===== config.mk =====
export PLATFORM = sky130hd
export DESIGN_NAME = lpm_stage
export DESIGN_NICKNAME = d
export VERILOG_FILES = /design/src/rtl/lpm_pkg.sv /design/src/rtl/lpm_mask_len.sv /design/src/rtl/lpm_lane.sv /design/src/rtl/lpm_stage.sv
export SDC_FILE = /design/constraint.sdc
export NUM_CORES = 1
export LEC_CHECK = 0
export ABC_AREA = 1
export BUFFER_PORTS_ARGS = -buffer_cell sky130_fd_sc_hd__buf_2
export CAP_MARGIN = 15
export CORE_MARGIN = 2
export CORE_UTILIZATION = 45
export CTS_CLUSTER_DIAMETER = 100
export DETAILED_ROUTE_END_ITERATION = 10
export PLACE_DENSITY_LB_ADDON = 0.25
export SYNTH_ARGS = -nofsm -noshare
export SYNTH_HDL_FRONTEND = slang
export SYNTH_HIERARCHICAL = 1
export SYNTH_SLANG_ARGS = --single-unit

===== constraint.sdc =====
create_clock -name clk -period 2.65 [get_ports clk]
set_clock_uncertainty 0.15 [all_clocks]
set_input_delay 0 -clock clk [delete_from_list [all_inputs] [get_ports clk]]
set_output_delay 0 -clock clk [all_outputs]
set_load 0.01 [all_outputs]

===== src/rtl/lpm_pkg.sv =====
package lpm_pkg;
   localparam int DEF_LANES  = 8;
   localparam int DEF_ADDR_W = 32;
   localparam int DEF_HOP_W  = 16;

   typedef enum logic [1:0] {
      ST_LOAD = 2'd0,
      ST_RUN  = 2'd1,
      ST_OUT  = 2'd2
   } stage_st_t;
endpackage


===== src/rtl/lpm_mask_len.sv =====
module lpm_mask_len #(
   parameter int ADDR_W = lpm_pkg::DEF_ADDR_W,
   parameter int LEN_W  = $clog2(ADDR_W + 1)
) (
   input  logic [ADDR_W-1:0] mask,
   output logic [LEN_W-1:0]  len
);
   // Length is the distance from the lowest set bit to the top of the word.
   always_comb begin
      len = '0;
      for (int i = ADDR_W - 1; i >= 0; i--) begin
         if (mask[i]) len = LEN_W'(ADDR_W - i);
      end
   end
endmodule


===== src/rtl/lpm_lane.sv =====
module lpm_lane #(
   parameter int ADDR_W = lpm_pkg::DEF_ADDR_W,
   parameter int HOP_W  = lpm_pkg::DEF_HOP_W,
   parameter int LEN_W  = $clog2(ADDR_W + 1)
) (
   input  logic              clk,
   input  logic              rst_n,
   input  logic              load_en,
   input  logic [ADDR_W-1:0] load_addr,
   input  logic [LEN_W-1:0]  load_len,
   input  logic [HOP_W-1:0]  load_hop,
   input  logic              load_hit,
   input  logic              ent_en,
   input  logic [ADDR_W-1:0] ent_net,
   input  logic [ADDR_W-1:0] ent_mask,
   input  logic [LEN_W-1:0]  ent_len,
   input  logic [HOP_W-1:0]  ent_hop,
   output logic [LEN_W-1:0]  best_len,
   output logic [HOP_W-1:0]  best_hop,
   output logic              best_hit
);
   logic [ADDR_W-1:0] addr_q;
   logic              match;
   logic              take;

   assign match = ((addr_q & ent_mask) ^ ent_net) == '0;
   assign take  = match && ((ent_len > best_len) ||
                            ((ent_len == best_len) && !best_hit));

   always_ff @(posedge clk or negedge rst_n) begin
      if (!rst_n) begin
         addr_q   <= '0;
         best_len <= '0;
         best_hop <= '0;
         best_hit <= 1'b0;
      end else if (load_en) begin
         addr_q   <= load_addr;
         best_len <= load_len;
         best_hop <= load_hop;
         best_hit <= load_hit;
      end else if (ent_en) begin
         if (take) begin
            best_len <= ent_len;
            best_hop <= ent_hop;
         end
         if (match) best_hit <= 1'b1;
      end
   end
endmodule


===== src/rtl/lpm_stage.sv =====
module lpm_stage #(
   parameter int N_LANES = lpm_pkg::DEF_LANES,
   parameter int ADDR_W  = lpm_pkg::DEF_ADDR_W,
   parameter int HOP_W   = lpm_pkg::DEF_HOP_W,
   localparam int LEN_W  = $clog2(ADDR_W + 1),
   localparam int IDX_W  = $clog2(N_LANES)
) (
   input  logic              clk,
   input  logic              rst_n,
   input  logic              ld_valid,
   output logic              ld_ready,
   input  logic [ADDR_W-1:0] ld_addr,
   input  logic [LEN_W-1:0]  ld_len,
   input  logic [HOP_W-1:0]  ld_hop,
   input  logic              ld_hit,
   input  logic              ent_valid,
   output logic              ent_ready,
   input  logic [ADDR_W-1:0] ent_net,
   input  logic [ADDR_W-1:0] ent_mask,
   input  logic [HOP_W-1:0]  ent_hop,
   input  logic              ent_last,
   output logic              res_valid,
   input  logic              res_ready,
   output logic [LEN_W-1:0]  res_len,
   output logic [HOP_W-1:0]  res_hop,
   output logic              res_hit
);
   import lpm_pkg::*;

   localparam logic [IDX_W-1:0] LAST_IDX = IDX_W'(N_LANES - 1);

   if (N_LANES < 2) begin : g_bad_lanes
      $error("lpm_stage: N_LANES must be at least 2");
   end
   if (ADDR_W < 2) begin : g_bad_addr
      $error("lpm_stage: ADDR_W must be at least 2");
   end
   if (HOP_W < 1) begin : g_bad_hop
      $error("lpm_stage: HOP_W must be at least 1");
   end

   stage_st_t        st;
   logic [IDX_W-1:0] idx;
   logic             ld_fire, ent_fire, res_fire;
   logic [LEN_W-1:0] ent_len;

   logic [LEN_W-1:0] lane_len [N_LANES];
   logic [HOP_W-1:0] lane_hop [N_LANES];
   logic             lane_hit [N_LANES];

   assign ld_ready  = (st == ST_LOAD);
   assign ent_ready = (st == ST_RUN);
   assign res_valid = (st == ST_OUT);
   assign ld_fire   = ld_valid && ld_ready;
   assign ent_fire  = ent_valid && ent_ready;
   assign res_fire  = res_valid && res_ready;

   always_ff @(posedge clk or negedge rst_n) begin
      if (!rst_n) begin
         st  <= ST_LOAD;
         idx <= '0;
      end else begin
         unique case (st)
            ST_LOAD: if (ld_fire) begin
               if (idx == LAST_IDX) begin
                  idx <= '0;
                  st  <= ST_RUN;
               end else begin
                  idx <= idx + 1'b1;
               end
            end
            ST_RUN: if (ent_fire && ent_last) st <= ST_OUT;
            ST_OUT: if (res_fire) begin
               if (idx == LAST_IDX) begin
                  idx <= '0;
                  st  <= ST_LOAD;
               end else begin
                  idx <= idx + 1'b1;
               end
            end
            default: st <= ST_LOAD;
         endcase
      end
   end

   lpm_mask_len #(.ADDR_W(ADDR_W), .LEN_W(LEN_W)) mlen_i (
      .mask (ent_mask),
      .len  (ent_len)
   );

   for (genvar g = 0; g < N_LANES; g++) begin : g_lane
      lpm_lane #(.ADDR_W(ADDR_W), .HOP_W(HOP_W), .LEN_W(LEN_W)) lane_i (
         .clk       (clk),
         .rst_n     (rst_n),
         .load_en   (ld_fire && (idx == IDX_W'(g))),
         .load_addr (ld_addr),
         .load_len  (ld_len),
         .load_hop  (ld_hop),
         .load_hit  (ld_hit),
         .ent_en    (ent_fire),
         .ent_net   (ent_net),
         .ent_mask  (ent_mask),
         .ent_len   (ent_len),
         .ent_hop   (ent_hop),
         .best_len  (lane_len[g]),
         .best_hop  (lane_hop[g]),
         .best_hit  (lane_hit[g])
      );
   end

   assign res_len = lane_len[idx];
   assign res_hop = lane_hop[idx];
   assign res_hit = lane_hit[idx];
endmodule


# After elaboration in Yosys (flattened, before gate mapping)
# Cells that the tools add are included.
# totals
output_inout_bits	26
inputBits	141
regBits	445
elab_cells	303
# classes
bitwise_logic	17
muxes	123
eq_ne	22
order_cmp	9
reduce_logical	97
addsub	1
# op_table
operator	count
16-bit two-way mux	26
32-bit bitwise AND	8
32-bit zero test	8
32-bit bitwise XOR	8
6-bit two-way mux	27
5-bit two-way mux	16
2-bit nonzero test	25
16-bit binary-select mux with 3-bit select	1
6-bit == test	8
6-bit > comparator	8
4-bit two-way mux	8
2-bit AND reduction	16
1-bit logical AND	28
1-bit two-way mux	27
3-bit two-way mux	7
6-bit binary-select mux with 3-bit select	1
2-bit two-way mux	7
3-bit == test (second input constant)	4
2-bit by 1-bit != test with 1-bit output (second input constant)	5
1-bit zero test	8
1-bit logical OR	8
3-bit by 2-bit == test with 1-bit output (second input constant)	2
2-bit case mux with 3 select lines	1
3-bit case mux with 2 select lines	1
other kinds (11)	11

# Longest topological paths before layout
# depth
word_depth	39
depth_mapped	42
ltp_nobuf	41

# Cells and area by module
# The synthesis kept the hierarchy.
# modules_own_cells
mod	n_inst	cells_each	seq_area_each_um2	area_each_um2
lpm_lane (g_lane[2].lane_i ...)	6	511	1376.3	3324.4
lpm_lane (g_lane[0].lane_i ...)	2	515	1376.3	3320.7
lpm_stage	1	662	125.1	2821.5
lpm_mask_len	1	101	0.0	481.7

# Worst setup path before layout
# Ideal clock, no wire load.
# synth_path
path_kind	input port to flip-flop
from	in ent_mask[28]
to	reg g_lane[0].lane_i.best_len[0]
required_time_ns	2.384
slack_ns	-0.230
path_stages	25
n_path_buf	1
t_arrival_ns	2.614
setup_ns	0.116
path_cell_list	nor2_1 -> o21ai_0 -> nand3_1 -> nand3_1 -> nand3_1 -> nand3_1 -> nand3_1 -> nand2_1 -> nand2_1 -> nand2_1 -> nand2_1 -> nand2_1 -> nand2_1 -> nand2_1 -> a21oi_1 -> ha_1 -> inv_1 -> nor2_1 -> o21ai_1 -> o211ai_1 -> nand2_1 -> o211ai_2 -> buf_2 -> nand3_1 -> nand2_1
# synth_via
elab_chain_cells	35
# synth_lines
element	line	source
start: declaration	lpm_stage.sv:19	input logic [ADDR_W-1:0] ent_mask,
3-bit two-way mux (*) (4 in a row)	lpm_mask_len.sv:12	if (mask[i]) len = LEN_W'(ADDR_W - i);
4-bit two-way mux (*) (8 in a row)	lpm_mask_len.sv:12	
5-bit two-way mux (*) (16 in a row)	lpm_mask_len.sv:12	
6-bit two-way mux (*)	lpm_mask_len.sv:12	
named net ent_len[1]	lpm_stage.sv:45	logic [LEN_W-1:0] ent_len;
branches (longest 2 deep; another with 6-bit > comparator)	-	
1-bit logical OR (*)	lpm_lane.sv:27	assign take = match && ((ent_len > best_len) ||
1-bit logical AND (*)	lpm_lane.sv:27	
2-bit nonzero test (no line) (*)	-	
2-bit AND reduction (no line) (*)	-	
end signal: assignment	lpm_lane.sv:38	best_len <= load_len;
end signal: assignment	lpm_lane.sv:43	best_len <= ent_len;
end: declaration	lpm_lane.sv:18	output logic [LEN_W-1:0] best_len,
# Mark *: on every way through the listed nets, which the timed path passes. The select of a mux whose other input is x is not followed.
# A chain may end at the register's enable or synchronous reset.

# Worst setup path in the final report
# layout_path
from	in ent_mask[30]
to	reg g_lane[4].lane_i.best_hop[2]
# layout_via
elab_chain_cells	37
# layout_lines
element	line	source
2-bit two-way mux (*) (2 in a row)	lpm_mask_len.sv:12	
3-bit two-way mux (*) (4 in a row)	lpm_mask_len.sv:12	
4-bit two-way mux (*) (8 in a row)	lpm_mask_len.sv:12	
5-bit two-way mux (*) (16 in a row)	lpm_mask_len.sv:12	
6-bit two-way mux (*)	lpm_mask_len.sv:12	
named net ent_len[0]	lpm_stage.sv:45	
branches (longest 2 deep; another with 6-bit > comparator)	-	
1-bit logical OR (*)	lpm_lane.sv:27	
1-bit logical AND (*)	lpm_lane.sv:27	
2-bit nonzero test (no line) (*)	-	
2-bit AND reduction (no line) (*)	-	
end signal: assignment	lpm_lane.sv:39	best_hop <= load_hop;
end signal: assignment	lpm_lane.sv:44	best_hop <= ent_hop;
end: declaration	lpm_lane.sv:19	output logic [HOP_W-1:0] best_hop,
# Mark *: on every way through the listed nets, which the timed path passes.

==> results by group <==
Global route
  • Antenna violations before repair: 3
  • Vias in the first global route: ~29000
  • Largest net degree at the start of global routing: between 90 and 100
  • Met2 Usage GRT: roughly 49%
  • Grt ovf: 0
  • Total Routing Usage GR: 30.37%
  • Met3 Track Usage GR: 4.485%
  • Global route hottest layer: met2
  • M1 GR Usage: between 40% and 50%
  • First-pass GRT wire length: 161500 um

Critical path
  • Most used cell, CP: nand2_1
  • Crit. End Element: register
  • Reg2reg setup slack: -40 ps
  • Worst setup SP type: primary input
  • Critical Path AT: ~3500 ps
  • CP delay by family, top: simple AND/OR/NAND/NOR gates
  • Slowest cell on crit path: ha_4
  • Critical path peak fanout: 8
  • Worst path max stage delay: ~240 ps
  • Crit Path Class: in2reg
  • CP bufs+invs: 6
  • Req. time, crit path: 3010 ps

Logic synthesis
  • Flops & latches, synth: 445
  • Synth Instances: ~5000
  • Synth Area in Adders: approximately 2.3%
  • Syn avg cell area: 6.152 um^2
  • Synth top area share: approximately 37%
  • Cell area after synthesis: around 30000 um^2
  • Post-synthesis xor/xnor area fraction: 0%
  • Synth area leader: dfrtp_1
  • Largest family of logic cells by synthesized area: simple AND/OR/NAND/NOR gates
  • Multiplexer share of the synthesized area: 0%
  • Top cells by area, synth: dfrtp_1 37%, nand2_1 35%, nand3_1 9.2%
  • Compound-Gate Fraction of Synth Area: less than 1%
  • Netlist cell types: 31
  • Seq/Total Area, Yosys: 37.25%
  • Net Count, Synth: 5054
  • YS warnings: 6
  • Synth Area in Simple Gates: roughly half

STA
  • RSZ-0062 raised after global routing: yes
  • Count of pins over their slew limit: 0
  • Slew HR: 49.63%
  • Count of final hold-check violations: 0
  • Worst-Margin Slew: between 700 and 800 ps
  • Post-Route Setup TNS: -62720 ps
  • Final setup viols: 176
  • Final Worst Setup Slack: -457.4 ps
  • Post-layout min period: just over 3000 ps
  • Ratio of final minimum period to clock period: 117.3%
  • Peak Freq: 321.8 MHz
  • Worst hold slack: roughly 36 ps

Status
  • Failing checks: setup timing
  • Status: complete, but fails checks

Route
  • Initial DRC Count: roughly 3100
  • First drt pass iteration count: 6
  • Via count: ~31000
  • # DRC: 0
  • Routed len/inst: 17.36 um
  • Total wire length: roughly 110000 um
  • Vias per inst: just over 5
  • ANT nets after route: 0

Clock tree
  • TritonCTS clock tree: built
  • Reg clk slew, reported paths: approximately 70 ps
  • CTS sink count: between 400 and 500
  • Num CTS Buffers: 53
  • Maximum clock path buffer count: 3
  • Root Buffer Master: clkbuf_16
  • Htree depth: 2
  • Clk_lat worst skew: 640 ps

Place
  • Post-DP HPWL: roughly 68000 um
  • Port bufs: ~170
  • Routability congestion estimate: about 0.91

Pwr
  • Peak VDD IR: approximately 0.6 mV
  • Switching part of the total: between 40% and 50%
  • Combinational Power Share: around 45%
  • Sequential Power Share: 34.7%
  • Pwr per Cell Area: 1009 nW/um^2
  • LEAKAGE: around 21 nW
  • Clock network power share: around 20%
  • Pwr Total: ~36 mW
  • Cell Int Power: roughly 20 mW
  • Psw: around 16 mW

Floorplan
  • Die X: 261.7 um
  • Io pins: 167
  • Die Y: 261.7 um
  • Die footprint: about 69000 um^2
  • Core area: about 66000 um^2
  • Initial Util: about 45%
  • Site row count: 94

Cells and area
  • Core Util, Final: 54.32%
  • Commonest non-fill, non-tap cell in the layout: nand2_1
  • Fill cell count: approximately 6400
  • Most frequent cells in the layout: 2728 x nand2_1, 545 x nand3_1, 489 x inv_1
  • Layout cells sized above 1: about 11%
  • Layout area overhead: 19.48%
  • Nets: 5341

Run
  • Max-capacitance violation count: 0

Min path
  • HP Class: in2reg
[sequential cells by signal (all words and copies together), names as in the netlist]
name,flops
g_lane.lane_i/addr_q,256
g_lane.lane_i/best_hop,128
g_lane.lane_i/best_len,48
g_lane.lane_i/best_hit,8
idx,3
st,2
[worst reg2reg max path: stages (launching register included)]
cell and delay [ps]:
dfrtp_4 510, inv_2 130, ha_1 170, inv_1 100
nor3_2 250, buf_4 460, nand2_1 110, nand2_1 80
dlygate4sd3_1 550, nand3_1 70, nand2_1 60
[cell type report]
class,count,area [um^2],share of cell area (%)
repair buffers,413,3558,9.964
well taps,864,1081,3.027
clock inverters,16,191.4,0.5360
multi-input cells,3721,16200,45.37
clock buffers,77,1526,4.274
flip-flops and latches,445,11140,31.20
diodes,1,2.502,0.007007
inverters,512,2011,5.630
[through the flow]
step	cells	setup slack [ps]	instance area, um^2
3_5_place_dp	5858	-1096	32370
5_1_grt	6049	-685.1	35710
3_3_place_gp	5858	-1051	32370
4_1_cts	6040	-354.8	35260
6_report	6049	-457.4	35710
2_1_floorplan	4859	-121.1	29920
[kinds of logic (layout without fill, tap and decap cells)]
family / after synthesis / count (layout)
simple gates: 3625 / 3625
flops: 445 / 445
other cells: 0 / 1
fa+ha+maj: 54 / 54
compound gates: 42 / 42
buf+inv: 693 / 1018
[cells in the mapped netlist, drive strengths merged]
library cell	instances
nor3	6
nand3	566
ha	54
bufinv	5
clkbuf	68
o21ai	15
nor2	154
o211ai	10
a21oi	15
a31oi	1
nand2	2807
nand4	6
nand3b	70
dfrtp	445
or2	14
inv	507
o21bai	1
buf	113
nor4	2
[power by group through the flow]
stage | logic (mW) | registers (mW) | clock network (mW)
final | 16.2 | 12.5 | 7.37
after global routing | 18.1 | 13.0 | 7.73
after CTS | 15.5 | 12.4 | 7.47
after detailed placement | 15.0 | 12.4 | 0
after global placement | 14.6 | 12.3 | 0
after floorplan | 10.3 | 11.8 | 0
[timing repair]
| item | 4_1_cts | 5_1_grt |
|---|---|---|
| gates cloned | 4 | 5 |
| endpoints found under the hold margin | 890 | 0 |
| endpoints found under the setup margin | 199 | 179 |
| pin swaps | 18 | 25 |
| hold buffers | 80 | 0 |
| resized for setup | 58 | 88 |
| buffers inserted | 5 | 4 |
[per-layer routing]
layer | wire length [um] | share of wire [%] | up-vias
met1 | 44960 | 43 | 14344
li1 | - | - | 15344
met5 | 23 | 0.022 | -
met4 | 4079 | 3.9 | 4
met2 | 47940 | 46 | 1168
met3 | 8016 | 7.6 | 255
[worst paths after layout]
kind,start,endpoint,cells past startpoint
min,ld_valid,st[0],4
min reg2reg,g_lane[5].lane_i/best_hop[12],g_lane[5].lane_i/best_hop[12],2
max reg2reg,idx[0],g_lane[2].lane_i/best_hop[7],10
max in group asynchronous,rst_n,g_lane[3].lane_i/best_hop[13],5
max,ent_mask[30],g_lane[4].lane_i/best_hop[2],43
min in group asynchronous,rst_n,g_lane[0].lane_i/addr_q[18],4
No activity file was read; power rests on OpenSTA's default activity.
